--- src/rtl/pt_walker.sv ---
module pt_walker #(
  parameter int PA_W = 52
) (
  input  logic            clk,
  input  logic            rst_n,
  input  logic            req_valid,
  output logic            req_ready,
  input  logic [63:0]     req_vaddr,
  input  logic            req_mode5,
  input  logic [63:0]     root_base,
  input  logic [63:0]     a20_mask,
  output logic            mem_req,
  output logic            mem_we,
  output logic [63:0]     mem_addr,
  output logic [63:0]     mem_wdata,
  input  logic            mem_ack,
  input  logic [63:0]     mem_rdata,
  output logic            rsp_valid,
  output logic [PA_W-1:0] rsp_paddr,
  output logic [1:0]      rsp_size,
  output logic [1:0]      rsp_fault,
  output logic [2:0]      rsp_perm
);
  localparam logic [63:0] FRAME_MASK = ((64'd1 << PA_W) - 64'd1) & ~64'hFFF;

  typedef enum logic [2:0] {S_IDLE, S_CHECK, S_READ, S_EVAL, S_SETA, S_NEXT, S_DONE} st_t;
  st_t st;

  logic [63:0]     va, base, ent;
  logic            m5;
  logic [2:0]      lvl, acc;
  logic [PA_W-1:0] paddr;
  logic [1:0]      size, fault;

  wire [8:0] idx     = va[12 + 9*lvl +: 9];
  wire canon5        = (&va[63:56]) | ~(|va[63:56]);
  wire canon4        = (&va[63:47]) | ~(|va[63:47]);
  wire rsvd_top      = (|ent[62:PA_W]) | ent[7];
  wire leaf          = (lvl == 3'd0) || ((lvl == 3'd1 || lvl == 3'd2) && ent[7]);

  assign req_ready = (st == S_IDLE);
  assign rsp_valid = (st == S_DONE);
  assign mem_req   = (st == S_READ) || (st == S_SETA);
  assign mem_we    = (st == S_SETA);
  assign mem_addr  = {base[63:12], idx, 3'b000} & a20_mask;
  assign mem_wdata = ent | 64'h20;
  assign rsp_paddr = paddr;
  assign rsp_size  = size;
  assign rsp_fault = fault;
  assign rsp_perm  = acc;

  always_ff @(posedge clk) begin
    if (!rst_n) begin
      st    <= S_IDLE;
      va    <= '0;
      m5    <= 1'b0;
      base  <= '0;
      ent   <= '0;
      lvl   <= '0;
      acc   <= '0;
      paddr <= '0;
      size  <= '0;
      fault <= '0;
    end else begin
      case (st)
        S_IDLE: if (req_valid) begin
          va <= req_vaddr;
          m5 <= req_mode5;
          st <= S_CHECK;
        end
        S_CHECK: begin
          acc   <= 3'b111;
          paddr <= '0;
          size  <= '0;
          fault <= '0;
          if (m5 ? canon5 : canon4) begin
            lvl  <= m5 ? 3'd4 : 3'd3;
            base <= root_base & ~64'hFFF;
            st   <= S_READ;
          end else begin
            acc   <= '0;
            fault <= 2'd1;
            st    <= S_DONE;
          end
        end
        S_READ: if (mem_ack) begin
          ent <= mem_rdata;
          st  <= S_EVAL;
        end
        S_EVAL: begin
          if (!ent[0]) begin
            fault <= 2'd2;
            acc   <= '0;
            st    <= S_DONE;
          end else if (lvl == 3'd4 && rsvd_top) begin
            fault <= 2'd3;
            acc   <= '0;
            st    <= S_DONE;
          end else begin
            acc <= acc & {~ent[63], ent[2], ent[1]};
            st  <= ent[5] ? S_NEXT : S_SETA;
          end
        end
        S_SETA: if (mem_ack) st <= S_NEXT;
        S_NEXT: begin
          if (leaf) begin
            size <= lvl[1:0];
            case (lvl)
              3'd2:    paddr <= {ent[PA_W-1:30], va[29:0]};
              3'd1:    paddr <= {ent[PA_W-1:21], va[20:0]};
              default: paddr <= {ent[PA_W-1:12], va[11:0]};
            endcase
            st <= S_DONE;
          end else begin
            base <= ent & FRAME_MASK;
            lvl  <= lvl - 3'd1;
            st   <= S_READ;
          end
        end
        default: st <= S_IDLE;
      endcase
    end
  end
endmodule

--- config.mk ---
export PLATFORM = sky130hd
export DESIGN_NAME = pt_walker
export DESIGN_NICKNAME = d
export VERILOG_FILES = /design/src/rtl/pt_walker.sv
export SDC_FILE = /design/constraint.sdc
export NUM_CORES = 1
export LEC_CHECK = 0
export BUFFER_PORTS_ARGS = -buffer_cell sky130_fd_sc_hd__buf_2
export CELL_PAD_IN_SITES_DETAIL_PLACEMENT = 1
export CELL_PAD_IN_SITES_GLOBAL_PLACEMENT = 2
export CORE_MARGIN = 2
export CORE_UTILIZATION = 25
export DETAILED_ROUTE_END_ITERATION = 16
export PLACE_DENSITY = 0.81
export REMOVE_ABC_BUFFERS = 1
export SLEW_MARGIN = 20
export SYNTH_ARGS = -nofsm -noshare
export SYNTH_HDL_FRONTEND = slang
export SYNTH_SLANG_ARGS = --single-unit
export TNS_END_PERCENT = 1
--- constraint.sdc ---
create_clock -name clk -period 2.4 [get_ports clk]
set_clock_uncertainty 0.15 [all_clocks]
set_input_delay 0.36 -clock clk [delete_from_list [all_inputs] [get_ports clk]]
set_output_delay 0.36 -clock clk [all_outputs]
set_load 0.02 [all_outputs]
==> flow_summary.toml <==
[run_status]
status = "complete, but fails checks"
violations = "setup timing"

[layout]
fin_nets = 2111
area_growth_pct = 45.2
drive_above_1_share = 0.306

[yosys]
syn_inst = 1346
ys_seq_elements = 246
synth_edf_count = 0
synthArstFlopShare = 0
synth_xor_xnor_area_share = 0.000761
synth_top_area_share = 0.428
ys_top_cells_by_area = "dfxtp_1 (43%), nand2_1 (11%), a21boi_1 (6.3%), mux2i_1 (6.0%), a21boi_0 (4.6%)"
synth-warning-count = 0
synthMuxAreaShare = 0.0776
yosys.area.top_type = "dfxtp_1"
synth_compound_area_frac = 0.179
synth_flop_cell = "dfxtp_1"
syn_area_mm2 = 0.0115
ys_types = 52
synthSimpleGateAreaFrac = 0.222
avgSynthCellArea_um2 = 8.55
synth_top_family_by_area = "simple AND/OR/NAND/NOR gates"
seq_area_frac_synth = 0.428
synth_fa_ha_area_frac = 0.00435

[cts]
clk_path_buf_depth = 3
cts_max_level = 1
root_buffer = "clkbuf_16"
clkSinkCount = 246
cts_buffers = 29
cts_tree = "built"
insertion_delay_ns = 0.56
clk_pin_slew_ns = 0.06

[sta]
setup_ws_ns = -0.210
tns_ns = -1.59
period_share = 1.09
fmax_mhz = 383
post-route-min-period_ns = 2.61
setup_viol = 9
grt_setup_unrepaired = "yes"
hold_violations = 0
maxSlewViolCount = 0
tightest_slew_ns = 0.736
slew_headroom = 0.510

[flow_run]
maxCapViolCount = 0

[drt]
wl_um = 45600
ant_nets = 0
drt-initial-drc-count = 432
drt_first_pass_iters = 4
route.detailed.drc = 0
wl_per_cell_um = 18.4
vias = 11400
viasPerCell = 4.62

[power]
swShare = 0.358
power_frac_seq = 0.352
max-vdd-ir-drop_v = 0.000376
power_frac_comb = 0.343
p_switching_mw = 5.28
p_leak_nw = 7.73
power_density_mw_per_mm2 = 882
p_int_mw = 9.47
clkPwrFrac = 0.305

[placed_design]
io_buffer_count = 432
gp_congestion = 0.754
dp_slack_ns = -0.0148
hpwl_um = 31200

[setup_path]
end_kind = "primary output"
critPathMaxFanout = 5
cpPeakStageDelay_ns = 0.50
worstSetupPathType = "reg2out"
path_cells = "buf_12 > mux4_2 > inv_2 > o22ai_1 > and2_1 > buf_2"
critical_path.top_delay_family = "multiplexers"
critPathBufInv = 3
worstPathArrival_ns = 2.10
critPathRequiredTime_ns = 1.89
start_kind = "register"
crit_slowest_cell = "mux4_2"

[global_route]
grt_overflow = 0
grt_pass1_wl_um = 68600
antenna_found_initial = 4
grtUsageTotal = 0.183
grt_pass1_vias = 12100
grt_max_degree = 74

[floorplan]
core_mm2 = 0.0454
ios = 452
die_y_um = 219
die_w_um = 219
die_area_mm2 = 0.0478
start_util = 0.254
rows = 78

[hold_path]
hold_path_class = "in2reg"
## cell usage after synthesis (5+ instances only)
cell type	n
nor4_1	5
dfxtp_1	246
o211a_1	40
and2_1	64
buf_4	67
buf_1	15
nand2b_1	5
inv_1	11
nor2b_1	22
a21boi_0	71
o21ai_0	6
clkbuf_1	71
a21boi_1	96
mux2i_1	69
nand2_1	326
buf_2	12
a21oi_1	27
a22oi_1	9
nand3_1	93
o22ai_1	7
nor3_1	23
mux4_2	9
nor2_1	7
## power groups by stage
| stage | combinational, mW | clock [mW] | sequential [mW] |
|---|---|---|---|
| 3_5_place_dp | 4.69 | 0 | 5.27 |
| 3_3_place_gp | 4.60 | 0 | 5.24 |
| 6_report | 5.06 | 4.49 | 5.20 |
| 2_1_floorplan | 2.41 | 0 | 5.28 |
| 4_1_cts | 5.06 | 4.62 | 5.19 |
| 5_1_grt | 5.51 | 4.79 | 5.27 |
## cell families (layout without fill, tap and decap cells)
kind of cell	after synthesis	in the layout
other	2	7
AO/OA/AOI/OAI	271	271
AND/OR/NAND/NOR	561	561
flip-flops	246	246
XOR/XNOR	1	1
adder cells (fa/ha/maj)	4	4
multiplexers	78	78
buffers and inverters	183	704
## area by class of cell
cell class | instances | area [um^2]
well taps | 600 | 751
inverters | 12 | 45.0
fillers | 5425 | 28700
clock buffers | 44 | 832
flip-flops and latches | 246 | 4930
repair buffers | 638 | 4330
diodes | 3 | 7.51
clock inverters | 10 | 131
multi-input cells | 919 | 5680
## stage by stage
stage               std cells  area (um^2)  power (mW)  hold WS (ns)   util
finish                   2472        16700        14.7        0.0307  0.368
global route             2472        16700        15.6        0.0310  0.368
CTS                      2469        16600        14.9      0.000736  0.367
detailed placement       2251        14000        9.96         0.291  0.308
global placement         2251        14000        9.83         0.285  0.308
floorplan                1177        10600        7.69         0.280      -
## layer usage
layer / wire length, um / global-route usage
met4: 1530 / 0.0719
met5: 0 / 0
met1: 18600 / 0.214
met3: 2380 / 0.0262
met2: 23000 / 0.335
## path summary, 6_finish.rpt
kind,slack [ns],cells after the start,start,to
max,-0.21,6,lvl[0],mem_addr[6]
min,0.03,4,root_base[47],base[47]
max reg2reg,0.13,9,lvl[0],base[59]
min reg2reg,0.29,2,rsp_paddr[46],rsp_paddr[46]
## tightest hold or removal path: cells and delay by family
family | cells | cell delay (ns)
AND/OR/NAND/NOR | 1 | 0.08
AO/OA/AOI/OAI | 1 | 0.14
multiplexers | 1 | 0.05
buffers and inverters | 1 | 0.08
## flip-flops by register name (all words and copies together) (netlist names)
name       flops
ent           64
va            64
base          52
rsp_paddr     52
lvl            3
rsp_perm       3
st             3
rsp_fault      2
rsp_size       2
m5             1
## timing repair
| item | 4_1_cts | 5_1_grt |
|---|---|---|
| gates cloned | 1 | 0 |
| setup buffers | 4 | 0 |
| gates resized for setup | 24 | 19 |
| pin swaps | 7 | 3 |
| setup endpoints to repair | 11 | 61 |
| hold buffers | 159 | 0 |
| endpoints found under the hold margin | 159 | 0 |
## layout by cell type, fill, tap and decap left out, types with 3 or more instances in the layout
cell type,synthesis,routed
mux2i_1,69,69
o211a_1,40,40
dfxtp_1,246,243
nand2_1,326,323
buf_2,12,424
o22ai_2,1,5
and2_2,0,3
dlygate4sd3_1,0,159
conb_1,2,4
nor2b_1,22,22
nand4_1,4,4
nor2_1,7,6
mux4_2,9,9
a21boi_0,71,70
clkbuf_1,71,10
bufinv_16,0,3
diode_2,0,3
clkinv_2,0,5
a22oi_1,9,9
buf_6,4,10
clkbuf_16,0,29
nor3_1,23,23
buf_4,67,32
nor2_2,3,4
inv_1,11,4
inv_2,1,8
a21boi_1,96,97
and2_4,0,7
ha_1,4,3
nand2b_1,5,5
buf_12,1,12
o21ai_0,6,6
and2_1,64,54
a21oi_1,27,27
clkbuf_8,0,5
nor4_1,5,5
nand3_1,93,93
Power figures use the tool's default switching activity.
